### src/rtl/adc_seq_pkg.sv
package adc_seq_pkg;

    typedef enum logic [1:0] {
        MODE_SINGLE = 2'b00,
        MODE_FREE   = 2'b01,
        MODE_TRIG   = 2'b10,
        MODE_RSVD   = 2'b11
    } adc_mode_e;

endpackage

### src/rtl/adc_seq_presc.sv
module adc_seq_presc #(
    parameter int CLK_DIV = 4
) (
    input  logic clk,
    input  logic rst_n,
    input  logic run,
    input  logic realign,
    output logic rise,
    output logic fall
);
    localparam int PW = (CLK_DIV > 2) ? $clog2(CLK_DIV) : 1;
    localparam logic [PW-1:0] LAST = PW'(CLK_DIV - 1);
    localparam logic [PW-1:0] HALF = PW'(CLK_DIV / 2);

    logic [PW-1:0] cnt_d, cnt_q;

    always_comb begin
        if (!run)              cnt_d = '0;
        else if (realign)      cnt_d = PW'(1);
        else if (cnt_q == LAST) cnt_d = '0;
        else                   cnt_d = cnt_q + 1'b1;
    end

    always_ff @(posedge clk or negedge rst_n) begin
        if (!rst_n) cnt_q <= '0;
        else        cnt_q <= cnt_d;
    end

    assign rise = run && (cnt_q == '0);
    assign fall = run && (cnt_q == HALF);

    // a realigned prescaler treats the trigger cycle as the rising edge
    assert_realign_phase_R8: assert property (@(posedge clk) disable iff (!rst_n)
        (realign && run) |=> !rise);
    // converter-clock rising edges are never back to back
    assert_rise_spacing_R1: assert property (@(posedge clk) disable iff (!rst_n)
        rise |=> !rise);

endmodule

### src/rtl/adc_seq_tsync.sv
module adc_seq_tsync (
    input  logic clk,
    input  logic rst_n,
    input  logic trig_in,
    output logic evt
);
    logic [2:0] sh_d, sh_q;

    always_comb sh_d = {sh_q[1:0], trig_in};

    always_ff @(posedge clk or negedge rst_n) begin
        if (!rst_n) sh_q <= '0;
        else        sh_q <= sh_d;
    end

    assign evt = sh_q[1] && !sh_q[2];

    // one event per synchronised rising edge
    assert_evt_single_R8: assert property (@(posedge clk) disable iff (!rst_n)
        evt |=> !evt);

endmodule

### src/rtl/adc_seq.sv
module adc_seq
    import adc_seq_pkg::*;
#(
    parameter int RES_W     = 10,
    parameter int CLK_DIV   = 4,
    parameter int NORM_LEN  = 13,
    parameter int FIRST_LEN = 25,
    parameter int NORM_SH   = 3,
    parameter int FIRST_SH  = 13,
    parameter int TRIG_SH   = 2
) (
    input  logic             clk,
    input  logic             rst_n,
    input  logic             en,
    input  logic             start_set,
    input  logic [1:0]       mode,
    input  logic             trig,
    input  logic             flag_clr,
    input  logic [RES_W-1:0] conv_word,
    output logic             sample_stb,
    output logic             mux_upd,
    output logic             result_wr,
    output logic [RES_W-1:0] result,
    output logic             flag,
    output logic             start_rd
);
    localparam int CW = $clog2(FIRST_LEN + 1);
    localparam logic [CW-1:0] LEN_N = CW'(NORM_LEN);
    localparam logic [CW-1:0] LEN_F = CW'(FIRST_LEN);
    localparam logic [CW-1:0] SMP_N = CW'(NORM_SH + 1);
    localparam logic [CW-1:0] SMP_F = CW'(FIRST_SH + 1);
    localparam logic [CW-1:0] SMP_T = CW'(TRIG_SH);

    typedef struct packed {
        logic             conv;
        logic             first;
        logic             start;
        logic             trg;
        logic             flag;
        logic             smp;
        logic             mux;
        logic             done;
        logic [CW-1:0]    acyc;
        logic [RES_W-1:0] res;
    } ctl_t;

    ctl_t      ctl_d, ctl_q;
    adc_mode_e mode_e;
    logic      rise, fall, realign, trig_evt;
    logic [CW-1:0] len_sel, smp_sel;

    assign mode_e = adc_mode_e'(mode);

    adc_seq_presc #(.CLK_DIV(CLK_DIV)) u_presc (
        .clk(clk), .rst_n(rst_n), .run(en), .realign(realign),
        .rise(rise), .fall(fall)
    );

    adc_seq_tsync u_tsync (
        .clk(clk), .rst_n(rst_n), .trig_in(trig), .evt(trig_evt)
    );

    always_comb begin
        ctl_d     = ctl_q;
        ctl_d.smp = 1'b0;
        ctl_d.mux = 1'b0;
        ctl_d.done = 1'b0;
        realign   = 1'b0;
        len_sel   = ctl_q.first ? LEN_F : LEN_N;
        smp_sel   = ctl_q.first ? SMP_F : SMP_N;

        if (flag_clr) ctl_d.flag = 1'b0;

        if (!en) begin
            ctl_d.conv  = 1'b0;
            ctl_d.first = 1'b1;
            ctl_d.start = 1'b0;
            ctl_d.trg   = 1'b0;
            ctl_d.acyc  = '0;
        end else if (!ctl_q.conv) begin
            if (mode_e == MODE_TRIG && trig_evt) begin
                realign     = 1'b1;
                ctl_d.conv  = 1'b1;
                ctl_d.trg   = 1'b1;
                ctl_d.start = 1'b1;
                ctl_d.acyc  = CW'(1);
                ctl_d.mux   = 1'b1;
            end else if (ctl_q.start && rise) begin
                ctl_d.conv  = 1'b1;
                ctl_d.trg   = 1'b0;
                ctl_d.acyc  = CW'(1);
                ctl_d.mux   = 1'b1;
            end
        end else begin
            if (ctl_q.trg && !ctl_q.first) begin
                if (rise && ctl_q.acyc == SMP_T) ctl_d.smp = 1'b1;
            end else if (fall && ctl_q.acyc == smp_sel) begin
                ctl_d.smp = 1'b1;
            end
            if (rise) begin
                if (ctl_q.acyc == len_sel) begin
                    ctl_d.done  = 1'b1;
                    ctl_d.flag  = 1'b1;
                    ctl_d.first = 1'b0;
                    ctl_d.res   = conv_word;
                    ctl_d.trg   = 1'b0;
                    if (mode_e == MODE_FREE) begin
                        ctl_d.acyc = CW'(1);
                        ctl_d.mux  = 1'b1;
                    end else begin
                        ctl_d.conv  = 1'b0;
                        ctl_d.start = 1'b0;
                        ctl_d.acyc  = '0;
                    end
                end else begin
                    ctl_d.acyc = ctl_q.acyc + 1'b1;
                end
            end
        end

        if (en && start_set) ctl_d.start = 1'b1;
    end

    always_ff @(posedge clk or negedge rst_n) begin
        if (!rst_n) begin
            ctl_q       <= '0;
            ctl_q.first <= 1'b1;
        end else begin
            ctl_q <= ctl_d;
        end
    end

    assign sample_stb = ctl_q.smp;
    assign mux_upd    = ctl_q.mux;
    assign result_wr  = ctl_q.done;
    assign result     = ctl_q.res;
    assign flag       = ctl_q.flag;
    assign start_rd   = ctl_q.start;

    // the flag only rises together with a result write
    assert_flag_rise_R5: assert property (@(posedge clk) disable iff (!rst_n)
        $rose(flag) |-> result_wr);
    // free-running completion chains straight into the next conversion
    assert_free_chain_R7: assert property (@(posedge clk) disable iff (!rst_n)
        (result_wr && $past(mode) == MODE_FREE) |-> (start_rd && mux_upd));
    // single-mode completion drops the start bit
    assert_single_clear_R6: assert property (@(posedge clk) disable iff (!rst_n)
        (result_wr && $past(mode) == MODE_SINGLE && !$past(start_set)) |-> !start_rd);
    // a disabled converter shows no activity
    assert_abort_R11: assert property (@(posedge clk) disable iff (!rst_n)
        !$past(en) |-> (!start_rd && !mux_upd && !result_wr && !sample_stb));
    // a clear not coinciding with completion empties the flag
    assert_flag_clear_R10: assert property (@(posedge clk) disable iff (!rst_n)
        ($past(flag_clr) && !result_wr) |-> !flag);
    // the sample strobe only fires inside a conversion
    assert_sample_in_conv_R4: assert property (@(posedge clk) disable iff (!rst_n)
        sample_stb |-> ctl_q.conv);
    // the cycle count never passes the longest conversion
    assert_count_bound_R3: assert property (@(posedge clk) disable iff (!rst_n)
        ctl_q.acyc <= LEN_F);

endmodule

### config.mk
export PLATFORM = sky130hd
export DESIGN_NAME = adc_seq
export DESIGN_NICKNAME = d
export VERILOG_FILES = /design/src/rtl/adc_seq_pkg.sv /design/src/rtl/adc_seq_presc.sv /design/src/rtl/adc_seq_tsync.sv /design/src/rtl/adc_seq.sv
export SDC_FILE = /design/constraint.sdc
export NUM_CORES = 1
export LEC_CHECK = 0
export ABC_AREA = 1
export BUFFER_PORTS_ARGS = -buffer_cell sky130_fd_sc_hd__buf_2
export CORE_MARGIN = 4
export CORE_UTILIZATION = 40
export DETAILED_ROUTE_END_ITERATION = 12
export PLACE_DENSITY = 0.6
export SLEW_MARGIN = 20
export SYNTH_ARGS = -nofsm -noshare
export SYNTH_HDL_FRONTEND = slang
export SYNTH_SLANG_ARGS = --single-unit
### constraint.sdc
create_clock -name clk -period 2 [get_ports clk]
set_clock_uncertainty 0.05 [all_clocks]
set_input_delay 0.3 -clock clk [delete_from_list [all_inputs] [get_ports clk]]
set_output_delay 0.3 -clock clk [all_outputs]
set_load 0.02 [all_outputs]
Yosys cells after proc, flatten, opt, wreduce, memory -nomap -nowiden
Cells that the tools add are included.
Cells by class
  add/subtract/negate cells: 2
  $mul: 0
  divide/modulo/power cells: 0
  order comparisons: 0
  eq/ne operators: 17
  shift-type cells: 0
  multiplexer cells: 39
  bitwise gates (word level): 0
  reductions and logical operators: 17
Operators with widths (number)
  $mux 5: 8
  $mux 1: 20
  $mux 17: 1
  $mux 2: 6
  $mux 4: 3
  $mux 10: 1
  $logic_and 1x1->1: 9
  $ne 4x1->1 const B: 2
  $ne 4x2->1 const B: 2
  $reduce_and 4->1: 2
  $eq 2x2->1 const B: 3
  $ne 2x1->1 const B: 3
  $ne 3x2->1 const B: 2
  $reduce_and 3->1: 2
  $add 5x1->5 const B: 1
  $eq 5x2->1 const B: 1
  $eq 5x4->1: 1
  $eq 5x5->1: 1
  $ne 4x3->1 const B: 1
  $add 2x1->2 const B: 1
  $eq 2x1->1 const B: 1
  $logic_not 1->1: 2
  $logic_not 2->1: 1
  $reduce_and 2->1: 1
Word-level totals
  register bits after elaboration: 28
  bits in latches: 0
  bits in writable memories: 0
  ROM bits: 0
  input bits: 18
  output and inout bits: 15
  logic and storage cells: 87
  memories: 0

Longest topological paths before layout
  depth in word-level cells: 8
  depth in mapped cells: 11
  depth with buffers taken out: 11

Cells and area by module
Synthesis repeated with hierarchy kept, for this count alone.
Unflattened totals
  cells, all modules: 188
  area, all modules: 1467.7 µm²
By module, submodules not included
  adc_seq: times used 1, cells each 166, area each 1249.9 µm², seq. area each 576.8 µm²
  adc_seq_presc: times used 1, cells each 17, area each 132.6 µm², seq. area each 50.0 µm²
  adc_seq_tsync: times used 1, cells each 5, area each 85.1 µm², seq. area each 75.1 µm²

Least setup slack after synthesis
No wires, ideal clock.
  kind: reg-to-reg
  from: register ctl_q[21] (netlist name)
  to: register ctl_q, in the netlist result[0]
  setup time: 0.116 ns
  arrival: 1.234 ns
  data required time: 1.834 ns
  slack: 0.599 ns
  cell stages (with the launch flop): 9
  path buffers: 1
  period minus slack after synthesis: 1.401 ns
  path through: dfstp_2 > inv_1 > o21ai_4 > nand3_4 > inv_4 > nand2_4 > buf_4 > nand2_1 > nand2_1
Between the ends
  longest elaborated chain between the ends: 3
RTL lines
  start: declaration: RTL line adc_seq.sv:47  | ctl_t ctl_d, ctl_q;
  start signal: assignment: RTL line adc_seq.sv:129  | ctl_q <= ctl_d;
  $mux 5: RTL line adc_seq.sv:69  | len_sel = ctl_q.first ? LEN_F : LEN_N;
  $eq 5x5->1: RTL line adc_seq.sv:101  | if (ctl_q.acyc == len_sel) begin
  $reduce_and 4->1 (no line)
No other way between the ends.
A chain may end at the register's enable or synchronous reset.

==> metrics.yaml <==
cts:
  cts_tree: "done"
  hold_buffers: 1
  cts_max_level: 1
  cts_setup_buffers: 0
  clock_sinks: 28
  cts-buffers-inserted: 3
  cts_resized: 0
  root_buffer: "clkbuf_8"
  clk_pin_slew_ns: 0.09
  clock_latency_ns: 0.27
  clk_path_buf_depth: 2
synthesis:
  synth-warning-count: 0
  yosys.area_share.simple_pct: 24.6
  synth_cell_type_count: 23
  synth_compound_area_share_pct: 6.94
  ys_seq_area_share_pct: 48.1
  synthXorXnorAreaFrac_pct: 1.80
  synthAdderAreaFrac_pct: 5.14
  syn_area_um2: 1460
  ys_seq_elements: 28
  syn_inst: 171
  syn-num-nets: 195
  synth_top_family_by_area: "simple AND/OR/NAND/NOR gates"
  synth.area.mux_share_pct: 0
  syn_avg_cell_area_um2: 8.54
cells_and_area:
  seqCellArea_um2: 702
  fill_cells: 333
  final_nets: 220
  layout.cells.non_filler: 241
  num_antenna_cells: 0
  area_growth_pct: 13.3
  multi_input_area_um2: 562
  drive_gt1_share_pct: 25.6
timing:
  tightest_slew_ns: 0.602
  slew_headroom_pct: 59.9
  fin_setup_tns_ns: 0
  grt_setup_unrepaired: "no"
  finalHoldViolCount: 0
  max_freq_mhz: 632
  setup_viol: 0
  finalCriticalPeriod_ns: 1.58
  report.final.slew_viol_count: 0
  post-route-period-util_pct: 79.1
global_route:
  grtUsageTotal_pct: 13.8
  grt_pass1_wl_um: 4810
  grt_overflow: 0
  antenna_found_initial: 0
  grt_max_degree: 29
  grt_pass1_vias: 1087
outcome:
  status: "complete, no violations"
route:
  detail_route.vias_per_cell: 4.72
  drc: 0
  firstDrtPassIters: 4
  routedWlPerCell_um: 11.8
  ant_nets: 0
  via_count: 1138
  drtIter0Drc: 10
  routed_wl_um: 2840
placement:
  dp_cells: 236
  port_buffers: 32
  place.gp.congestion: 0.906
  hpwl_um: 2210
floorplanning:
  die_area_um2: 4680
  pin_count: 33
  die_x_um: 68.4
  start_util_pct: 42.4
  core_um2: 3440
  die_h_um: 68.4
  rows: 21
flow_run:
  cap_violations: 0
worst_setup_path:
  worst_setup_path_start_kind: "register"
  worstPathArrival_ns: 1.69
  r2r-end: "ctl_q[22]"
  crit_required_ns: 2.11
  r2r_slack_ns: 0.42
  criticalPathCategory: "reg2reg"
  regToRegStartpoint: "ctl_q[11]"
  r2r.worst_path.cells: 9
  critPathCaptureType: "register"
  crit_path_max_fanout: 13
pwr:
  ir_drop_v: 0.000282
  leakage_nw: 0.944
  power.density_nw_per_um2: 740
min_path:
  min_path_type: "in2reg"
  hold_path_startpoint: "trig"
  hold_end: "u_tsync.sh_q[0]"
  min_path_cells: 1
-- synthesized netlist by cell type --
cell type  number  area share, %
o31ai_1         1           0.51
a21oi_1         4            1.4
nand2_4         1           0.77
ha_1            6            5.1
xor2_1          3            1.8
inv_2           3           0.77
inv_4           2           0.86
nand2_2         3            1.3
dfstp_2         1            1.8
o21ai_0         9            3.1
buf_4          11            5.7
nor2_2          2           0.86
buf_6           2            1.5
o211ai_1        1           0.51
nand3_1         9            3.1
nand3_4         1            1.2
o21ai_4         1            1.1
o21ai_1         1           0.34
nand4_1         4            1.7
nand2_1        50             13
dfrtp_1        27             46
inv_1          18            4.6
nor2_1         11            2.8
-- registers in the layout (all words and copies together), names as in the netlist --
| name | flops |
|---|---|
| result | 10 |
| result_wr | 1 |
| ctl_q | 8 |
| start_rd | 1 |
| sample_stb | 1 |
| u_tsync.sh_q | 3 |
| flag | 1 |
| mux_upd | 1 |
| u_presc.cnt_q | 2 |
-- final cells by class --
| cell class | instances | area share, % |
|---|---|---|
| clock buffers | 3 | 2.50 |
| clock inverters | 1 | 1.82 |
| inverters | 23 | 5.52 |
| multi-input cells | 107 | 34.0 |
| flip-flops and latches | 28 | 42.4 |
| well taps | 46 | 3.48 |
| repair buffers | 33 | 10.3 |
-- metrics by stage --
stage	hold slack (ns)	power (mW)	worst slack (ns)	util [%]	cell area, µm²
3_3_place_gp	0.288	0.791	0.433	45.7	1570
4_1_cts	0.0726	1.24	0.391	48.1	1650
3_5_place_dp	0.289	0.797	0.419	45.7	1570
6_report	0.0764	1.22	0.418	48.1	1650
5_1_grt	0.0601	1.30	0.271	48.1	1650
2_1_floorplan	-0.0456	0.731	0.599	-	1460
-- logic make-up (layout without fill, tap and decap cells) --
| kind of cell | Yosys count | after routing |
|---|---|---|
| buffers and inverters | 36 | 60 |
| XOR/XNOR | 3 | 3 |
| adder cells (fa/ha/maj) | 6 | 6 |
| AND/OR/NAND/NOR | 81 | 81 |
| AO/OA/AOI/OAI | 17 | 17 |
| flip-flops | 28 | 28 |
-- layer usage --
metal | global-route usage (%) | share of wire [%] | up-vias
met2 | 23.8 | 49 | 36
met3 | 3.45 | 5.2 | 7
met1 | 16.3 | 44 | 526
li1 | - | - | 569
met4 | 5.21 | 1.7 | 0
met5 | 0 | 0 | -
-- critical path: stages (launching register included) --
cell,delay (ns)
dfrtp_1,0.45
inv_1,0.12
ha_1,0.14
nand2_1,0.04
inv_1,0.11
nand3_4,0.12
inv_4,0.09
nand2_4,0.10
inv_4,0.16
a21oi_1,0.08
-- how the worst max path moves through the flow --
stage	start	slack [ns]	cells after the start	to
3_3_place_gp	ctl_q[11]	0.43	9	ctl_q[22]
5_1_grt	ctl_q[11]	0.27	10	result[1]
6_report	ctl_q[11]	0.42	9	ctl_q[22]
3_5_place_dp	ctl_q[11]	0.42	9	ctl_q[22]
4_1_cts	ctl_q[11]	0.39	10	result[0]
2_1_floorplan	ctl_q[21]	0.60	8	result[0]
-- placed cells by master (no fill, tap or decap), types with 3 or more instances in the layout --
cell type / instances
clkbuf_8: 3
dfrtp_1: 27
inv_1: 18
a21oi_1: 4
inv_2: 3
nand2_2: 3
nand4_1: 4
nand2_1: 50
nor2_1: 11
buf_2: 32
ha_1: 6
o21ai_0: 9
xor2_1: 3
nand3_1: 9
-- power breakdown --
part / internal, mW / switching [mW]
Combinational: 0.0591 / 0.101
Clock: 0.268 / 0.169
Sequential: 0.594 / 0.0326
No activity file was read; power rests on OpenSTA's default activity.
